==> src/rtl/esa_pkg.sv <==
package esa_pkg;

  // width of the group that adds the external carry directly
  function automatic int low_w(input int w);
    return $clog2(w) + 1;
  endfunction

  // operand bits in each selected upper group
  function automatic int seg_w(input int w);
    return $clog2(w) - 1;
  endfunction

  // number of upper groups, the last one taking the remainder
  function automatic int n_groups(input int w);
    return (w - low_w(w) + seg_w(w) - 1) / seg_w(w);
  endfunction

  function automatic int last_w(input int w);
    return w - low_w(w) - (n_groups(w) - 1) * seg_w(w);
  endfunction

endpackage

==> src/rtl/xs1_incr.sv <==
module xs1_incr #(
  parameter int N = 4
) (
  input  logic [N-1:0] b_i,
  output logic [N-1:0] x_o
);

  // bit k flips when every lower bit is one; the all-ones word wraps to zero
  always_comb begin
    logic run;
    run = 1'b1;
    for (int k = 0; k < N; k++) begin
      x_o[k] = b_i[k] ^ run;
      run    = run & b_i[k];
    end
    a_r3_inc_plus_one: assert (x_o == b_i + N'(1))
      else $error("incrementer output is not input plus one");
  end

endmodule

==> src/rtl/xs1_zadd.sv <==
module xs1_zadd #(
  parameter int N = 4
) (
  input  logic [N-1:0] a_i,
  input  logic [N-1:0] b_i,
  input  logic         ci_i,
  output logic [N-1:0] s_o,
  output logic         co_o
);

  always_comb begin
    logic c;
    c = ci_i;
    for (int k = 0; k < N; k++) begin
      s_o[k] = a_i[k] ^ b_i[k] ^ c;
      c      = (a_i[k] & b_i[k]) | (c & (a_i[k] ^ b_i[k]));
    end
    co_o = c;
    a_r8_slice_sum: assert ({co_o, s_o} == {1'b0, a_i} + {1'b0, b_i} + (N+1)'(ci_i))
      else $error("group adder result differs from slice sum");
  end

endmodule

==> src/rtl/xs1_wmux.sv <==
module xs1_wmux #(
  parameter int N = 4
) (
  input  logic         sel_i,
  input  logic [N-1:0] d0_i,
  input  logic [N-1:0] d1_i,
  output logic [N-1:0] y_o
);

  always_comb y_o = ({N{sel_i}} & d1_i) | ({N{~sel_i}} & d0_i);

endmodule

==> src/rtl/xs1_select_adder.sv <==
module xs1_select_adder #(
  parameter int WIDTH = 16
) (
  input  logic [WIDTH-1:0] a_i,
  input  logic [WIDTH-1:0] b_i,
  input  logic             cin_i,
  output logic [WIDTH:0]   sum_o
);

  localparam int LOW_W = esa_pkg::low_w(WIDTH);
  localparam int SEG_W = esa_pkg::seg_w(WIDTH);
  localparam int NGRP  = esa_pkg::n_groups(WIDTH);
  localparam int LAST  = esa_pkg::last_w(WIDTH);

  wire [WIDTH:0] sum_w;
  wire [NGRP:0]  cy;   // cy[0] leaves the low group, cy[g+1] leaves upper group g

  // low group: adds the external carry itself, result goes straight out
  xs1_zadd #(.N(LOW_W)) u_low (
    .a_i  (a_i[LOW_W-1:0]),
    .b_i  (b_i[LOW_W-1:0]),
    .ci_i (cin_i),
    .s_o  (sum_w[LOW_W-1:0]),
    .co_o (cy[0])
  );

  for (genvar g = 0; g < NGRP; g++) begin : g_grp
    localparam int GW   = (g == NGRP - 1) ? LAST : SEG_W;
    localparam int BASE = LOW_W + g * SEG_W;

    wire [GW-1:0] zs;
    wire          zc;
    wire [GW:0]   inc_w;
    wire [GW:0]   sel_w;

    // partial result assuming no carry enters this group
    xs1_zadd #(.N(GW)) u_zero (
      .a_i  (a_i[BASE +: GW]),
      .b_i  (b_i[BASE +: GW]),
      .ci_i (1'b0),
      .s_o  (zs),
      .co_o (zc)
    );

    // excess-one version of {carry, sum}
    xs1_incr #(.N(GW + 1)) u_inc (
      .b_i ({zc, zs}),
      .x_o (inc_w)
    );

    xs1_wmux #(.N(GW + 1)) u_mux (
      .sel_i (cy[g]),
      .d0_i  ({zc, zs}),
      .d1_i  (inc_w),
      .y_o   (sel_w)
    );

    assign sum_w[BASE +: GW] = sel_w[GW-1:0];
    assign cy[g+1]           = sel_w[GW];

    always_comb begin
      if (zc) begin
        a_r7_generated_carry_kept: assert (cy[g+1])
          else $error("group generated a carry that did not leave it");
      end
    end
  end

  assign sum_w[WIDTH] = cy[NGRP];
  assign sum_o        = sum_w;

  always_comb begin
    a_r1_full_sum: assert (sum_w == {1'b0, a_i} + {1'b0, b_i} + (WIDTH+1)'(cin_i))
      else $error("adder output differs from a + b + cin");
  end

endmodule

==> config.mk <==
export PLATFORM = sky130hd
export DESIGN_NAME = xs1_select_adder
export DESIGN_NICKNAME = d
export VERILOG_FILES = /design/src/rtl/esa_pkg.sv /design/src/rtl/xs1_incr.sv /design/src/rtl/xs1_zadd.sv /design/src/rtl/xs1_wmux.sv /design/src/rtl/xs1_select_adder.sv
export SDC_FILE = /design/constraint.sdc
export NUM_CORES = 1
export LEC_CHECK = 0
export ABC_CLOCK_PERIOD_IN_PS = 14200
export CORE_ASPECT_RATIO = 1.4
export CORE_MARGIN = 2
export CORE_UTILIZATION = 42
export DETAILED_ROUTE_END_ITERATION = 10
export MAX_ROUTING_LAYER = met4
export PLACE_DENSITY = 0.95
export SYNTH_ARGS = -nofsm -noshare
export SYNTH_HDL_FRONTEND = slang
export SYNTH_SLANG_ARGS = --single-unit
==> constraint.sdc <==
create_clock -name vclk -period 14.2
set_clock_uncertainty 0.05 [all_clocks]
set_input_delay 2.84 -clock vclk [all_inputs]
set_output_delay 2.84 -clock vclk [all_outputs]
set_load 0.02 [all_outputs]
==> results.py, run 1 <==
metrics = {
    "grt": {
        "grt_pass1_wl_um": 3110,
        "grt_pass1_vias": 811,
        "grt_use_total_pct": 19.0,
        "antenna_found_initial": 0,
        "overflow": 0,
        "grt_max_degree": 9,
    },
    "job": {
        "cap_viol_max_count": 0,
    },
    "sta": {
        "hold_viol": 0,
        "rsz0062_at_grt": "false",
        "maxSlewViolCount": 0,
        "finalCriticalPeriod_ns": 9.88,
        "tightest_slew_ns": 0.342,
        "setup_violations": 0,
        "maxSlewHeadroom_pct": 77.0,
        "fin_crit_sh_pct": 69.5,
        "hold_slack_ns": 6.82,
        "finalSetupTns_ns": 0,
        "worst_slack_ns": 4.32,
        "fmax_mhz": 101,
    },
    "floorplan": {
        "fp.dieW_um": 41.0,
        "rows": 18,
        "coreArea_um2": 1780,
        "initial_core_util_pct": 45.1,
        "io_pins": 50,
        "die_area_um2": 2280,
        "fp.dieH_um": 55.7,
    },
    "detailed_routing": {
        "antenna_left": 0,
        "drt-pass1-iter-count": 2,
        "wl_per_cell_um": 13.2,
        "vias_per_cell": 4.91,
        "highest_layer": "met4",
        "drc_errors": 0,
        "vias": 736,
        "drt-total-wl_um": 1980,
        "met2WireLength_um": 1210,
        "wl_met3_um": 127,
        "met1_length_um": 625,
        "drtIter0Drc": 2,
    },
    "worst_hold_path": {
        "min_path_cells": 5,
        "hold_class": "in2out",
    },
    "synth": {
        "synthAdderAreaFrac_pct": 47.0,
        "synthCells": 81,
        "avgSynthCellArea_um2": 9.92,
        "synth_top_family_by_area": "adder cells",
        "synthDistinctLibCells": 23,
        "synth-simple-area-share_pct": 12.6,
        "netlist_top_cells_area": "fa_1, ha_1, inv_1",
        "syn-cell-area_um2": 803,
        "ys.warnings.count": 0,
        "synth_top_area_share_pct": 29.9,
        "synth_compound_area_share_pct": 5.45,
        "ys_seq_area_share_pct": 0,
        "synth_largest_area_cell": "fa_1",
        "synth_mux_area_share_pct": 13.1,
        "synthXorXnorAreaFrac_pct": 8.57,
        "postSynthNetCount": 137,
    },
    "finish": {
        "num-clock-buffers": 0,
        "fin_nets": 188,
        "seq_cell_count": 0,
        "drive_gt1_share_pct": 10.8,
        "antenna_cells": 0,
        "seqCellArea_um2": 0,
        "stdcell_area_um2": 1310,
        "fillerInstances": 129,
        "area_delta_synth_final_pct": 62.9,
        "multi_input_area_um2": 697,
        "fin_util_pct": 73.6,
    },
    "place": {
        "dpl_worst_slack_ns": 4.32,
        "dpl_cell_area_um2": 1310,
        "port_buffers": 50,
        "post-dp-hpwl_um": 1850,
        "gp_congestion": 0.741,
    },
    "clock_tree": {
        "cts_hold_buffers": 0,
        "cts_resized": 0,
        "cts_setup_buffers": 0,
    },
    "critical_path": {
        "start_kind": "input pin",
        "critPathLaunch": "a_i[0]",
        "cp-endpoint": "sum_o[15]",
        "arrival_ns": 6.99,
        "cp_max_fo": 5,
        "crit_path_end_kind": "output pin",
        "cp_data_required_time_ns": 11.31,
        "crit_type": "in2out",
    },
    "power_and_ir_drop": {
        "power_density_nw_per_um2": 64.8,
        "peakVddDrop_uv": 50.5,
        "leakage_nw": 0.572,
    },
    "run_status": {
        "status": "completed",
    },
}
-- metal layers --
metal	vias up	global-route usage [%]
met5	-	-
met2	34	40.2
li1	355	-
met1	345	15.7
met4	0	1.43
met3	2	1.20
-- per-stage QoR --
stage | power (mW) | instances
6_report | 0.0847 | 150
5_1_grt | 0.0920 | 150
3_3_place_gp | 0.0822 | 150
4_1_cts | 0.0859 | 150
3_5_place_dp | 0.0854 | 150
2_1_floorplan | 0.0489 | 81
-- area by class of cell --
cell class / count / share of cell area (%)
inverters: 23 / 6.60
repair buffers: 50 / 38.2
well taps: 20 / 1.91
multi-input cells: 57 / 53.3
-- cell usage after synthesis, drive strengths merged --
cell type	n
a21boi	1
a21oi	1
a311oi	1
and4bb	1
buf	1
fa	12
ha	11
inv	23
mux2	7
mux2i	1
nand2	3
nand2b	1
nand3	2
nand3b	2
nand4b	1
nand4bb	1
nor2	2
nor2b	1
nor3	1
o21ai	1
xnor2	7
-- critical path, stage by stage --
cell,delay (ns)
clkdlybuf4s50_1,0.43
fa_1,0.46
fa_1,0.39
fa_1,0.41
fa_1,0.39
inv_1,0.08
fa_1,0.30
nor2b_2,0.10
o21ai_4,0.25
mux2i_4,0.31
xnor2_2,0.16
mux2_4,0.32
clkdlybuf4s50_1,0.54
-- placed cells by master (no fill, tap or decap) --
| cell type | n |
|---|---|
| mux2_2 | 6 |
| nor2_1 | 2 |
| nand4bb_2 | 1 |
| nand3_1 | 2 |
| xnor2_2 | 1 |
| mux2_4 | 1 |
| nor2b_2 | 1 |
| nand4b_1 | 1 |
| mux2i_4 | 1 |
| clkdlybuf4s50_1 | 50 |
| a311oi_2 | 1 |
| o21ai_4 | 1 |
| nand2b_1 | 1 |
| nand2_1 | 3 |
| ha_1 | 11 |
| nor3_1 | 1 |
| xnor2_1 | 6 |
| inv_1 | 23 |
| a21oi_1 | 1 |
| fa_1 | 12 |
| and4bb_2 | 1 |
| a21boi_0 | 1 |
| nand3b_1 | 2 |
-- worst min-delay path by stage --
| stage | from | endpoint | slack [ns] |
|---|---|---|---|
| after floorplan | cin_i | sum_o[0] | 5.88 |
| after global routing | b_i[8] | sum_o[8] | 6.88 |
| final | a_i[4] | sum_o[4] | 6.82 |
| after detailed placement | a_i[4] | sum_o[4] | 6.82 |
| after CTS | a_i[4] | sum_o[4] | 6.82 |
| after global placement | b_i[4] | sum_o[4] | 6.82 |
-- cells by family after synthesis --
kind of cell / Yosys count
multiplexers: 8
buffers and inverters: 24
XOR/XNOR: 7
AND/OR/NAND/NOR: 15
AO/OA/AOI/OAI: 4
adder cells (fa/ha/maj): 23
-- power breakdown --
part / switching (mW) / total (mW) / internal [mW]
clock: 0 / 0 / 0
combinational: 0.0390 / 0.0847 / 0.0458
sequential: 0 / 0 / 0
No activity file was read; power rests on OpenSTA's default activity.
==> run 2: changes to the inputs <==
--- a/config.mk
+++ b/config.mk
@@ -5,13 +5,13 @@
 export SDC_FILE = /design/constraint.sdc
 export NUM_CORES = 1
 export LEC_CHECK = 0
-export ABC_CLOCK_PERIOD_IN_PS = 14200
+export ABC_CLOCK_PERIOD_IN_PS = 10400
 export CORE_ASPECT_RATIO = 1.4
 export CORE_MARGIN = 2
-export CORE_UTILIZATION = 42
+export CORE_UTILIZATION = 39
 export DETAILED_ROUTE_END_ITERATION = 10
 export MAX_ROUTING_LAYER = met4
-export PLACE_DENSITY = 0.95
+export PLACE_DENSITY = 0.93
 export SYNTH_ARGS = -nofsm -noshare
 export SYNTH_HDL_FRONTEND = slang
 export SYNTH_SLANG_ARGS = --single-unit
==> constraint.sdc (replaced) <==
create_clock -name vclk -period 10.4
set_clock_uncertainty 0.05 [all_clocks]
set_input_delay 2.08 -clock vclk [all_inputs]
set_output_delay 2.08 -clock vclk [all_outputs]
set_load 0.02 [all_outputs]
==> results.py, run 2 (synthesis results as in run 1) <==
metrics = {
    "floorplan": {
        "coreArea_um2": 1950,
        "fp.dieW_um": 42.4,
        "io_pins": 50,
        "die_area_um2": 2440,
        "rows": 19,
        "initial_core_util_pct": 41.2,
        "fp.dieH_um": 57.7,
    },
    "finish": {
        "final_common_cell": "clkdlybuf4s50_1",
        "seqCellArea_um2": 0,
        "multi_input_area_um2": 697,
        "antenna_cells": 0,
        "seq_cell_count": 0,
        "area_delta_synth_final_pct": 63.1,
        "fin_util_pct": 67.2,
        "num-clock-buffers": 0,
        "final_cell_mix": "clkdlybuf4s50_1, inv_1, fa_1",
        "fillerInstances": 155,
        "fin_nets": 188,
        "drive_gt1_share_pct": 10.8,
    },
    "grt": {
        "grt_max_degree": 9,
        "grt_use_total_pct": 16.7,
        "grt_pass1_wl_um": 3310,
        "overflow": 0,
        "grt_pass1_vias": 831,
        "antenna_found_initial": 0,
    },
    "sta": {
        "setup_violations": 0,
        "tightest_slew_ns": 0.350,
        "rsz0062_at_grt": "false",
        "fmax_mhz": 121,
        "finalSetupTns_ns": 0,
        "fin_crit_sh_pct": 79.4,
        "maxSlewViolCount": 0,
        "maxSlewHeadroom_pct": 76.5,
        "hold_viol": 0,
        "finalCriticalPeriod_ns": 8.26,
    },
    "detailed_routing": {
        "vias_per_cell": 4.95,
        "drtIter0Drc": 0,
        "drc_errors": 0,
        "vias": 748,
        "drt-pass1-iter-count": 1,
        "wl_per_cell_um": 11.4,
        "drt-total-wl_um": 1720,
        "antenna_left": 0,
    },
    "critical_path": {
        "arrival_ns": 6.13,
        "cp_max_fo": 5,
        "cp_num_cells": 13,
        "start_kind": "input pin",
        "crit_top_cell": "fa_1",
        "crit_family": "adder cells",
        "crit_type": "in2out",
        "crit_chain": "clkdlybuf4s50_1 -> fa_1 -> fa_1 -> fa_1 -> fa_1 -> inv_1 -> fa_1 -> nor2b_2 -> o21ai_4 -> mux2i_4 -> xnor2_2 -> mux2_4 -> clkdlybuf4s50_1",
        "path_buf_inv": 3,
        "cp_slowest_cell": "clkdlybuf4s50_1",
        "max_stage_delay_ns": 0.53,
        "cp_data_required_time_ns": 8.27,
        "crit_path_end_kind": "output pin",
    },
    "clock_tree": {
        "cts_setup_buffers": 0,
        "cts_resized": 0,
        "cts_hold_buffers": 0,
    },
    "power_and_ir_drop": {
        "combPwrFrac_pct": 100.0,
        "p_sw_share_pct": 45.5,
        "peakVddDrop_uv": 54.5,
        "p_sw_uw": 52.0,
        "internal-power_uw": 62.3,
        "power_density_nw_per_um2": 87.2,
        "pwr-share-clk_pct": 0,
        "leakage_nw": 0.572,
        "pwr-share-seq_pct": 0,
    },
    "place": {
        "port_buffers": 50,
        "post-dp-hpwl_um": 1590,
        "gp_congestion": 0.723,
    },
    "worst_hold_path": {
        "hold_class": "in2out",
        "min_path_cells": 5,
    },
    "run_status": {
        "status": "completed",
    },
    "job": {
        "cap_viol_max_count": 0,
    },
}
[run 2: worst paths after layout]
| path | from | endpoint | slack (ns) |
|---|---|---|---|
| worst min-delay path | b_i[4] | sum_o[4] | 5.31 |
| worst max-delay path | a_i[0] | sum_o[15] | 2.14 |
[run 2: power groups by stage]
stage	Sequential (mW)	Combinational, mW	Clock, mW
2_1_floorplan	0	0.0667	0
3_3_place_gp	0	0.112	0
3_5_place_dp	0	0.115	0
4_1_cts	0	0.116	0
5_1_grt	0	0.125	0
6_report	0	0.114	0
[run 2: tightest hold or removal path, delay by kind of cell]
family | cells | cell delay, ns
adder cells (fa/ha/maj) | 1 | 0.17
buffers and inverters | 4 | 1.03
[run 2: layout make-up]
type / instances / share of cell area [%]
tap: 21 / 2.01
timing repair buffer: 50 / 38.2
multi-input combinational: 57 / 53.2
inverter: 23 / 6.59
[run 2: layer usage]
| layer | vias up | global-route usage [%] | part of all wire [%] |
|---|---|---|---|
| met5 | - | - | 0 |
| met4 | 0 | 0 | 0 |
| met3 | 0 | 2.18 | 8.7 |
| met2 | 39 | 34.7 | 55 |
| met1 | 355 | 17.2 | 37 |
| li1 | 354 | - | - |
[run 2: through the flow]
step                      hold slack, ns  instances  instance area [um^2]  total power, mW  setup WS (ns)
after floorplan                     4.36         81                   803           0.0667           3.22
after global placement              5.29        151                  1310            0.112           2.22
after detailed placement            5.32        151                  1310            0.115           2.11
after CTS                           5.32        151                  1310            0.116           2.12
after global routing                5.37        151                  1310            0.125           1.95
final                               5.31        151                  1310            0.114           2.14
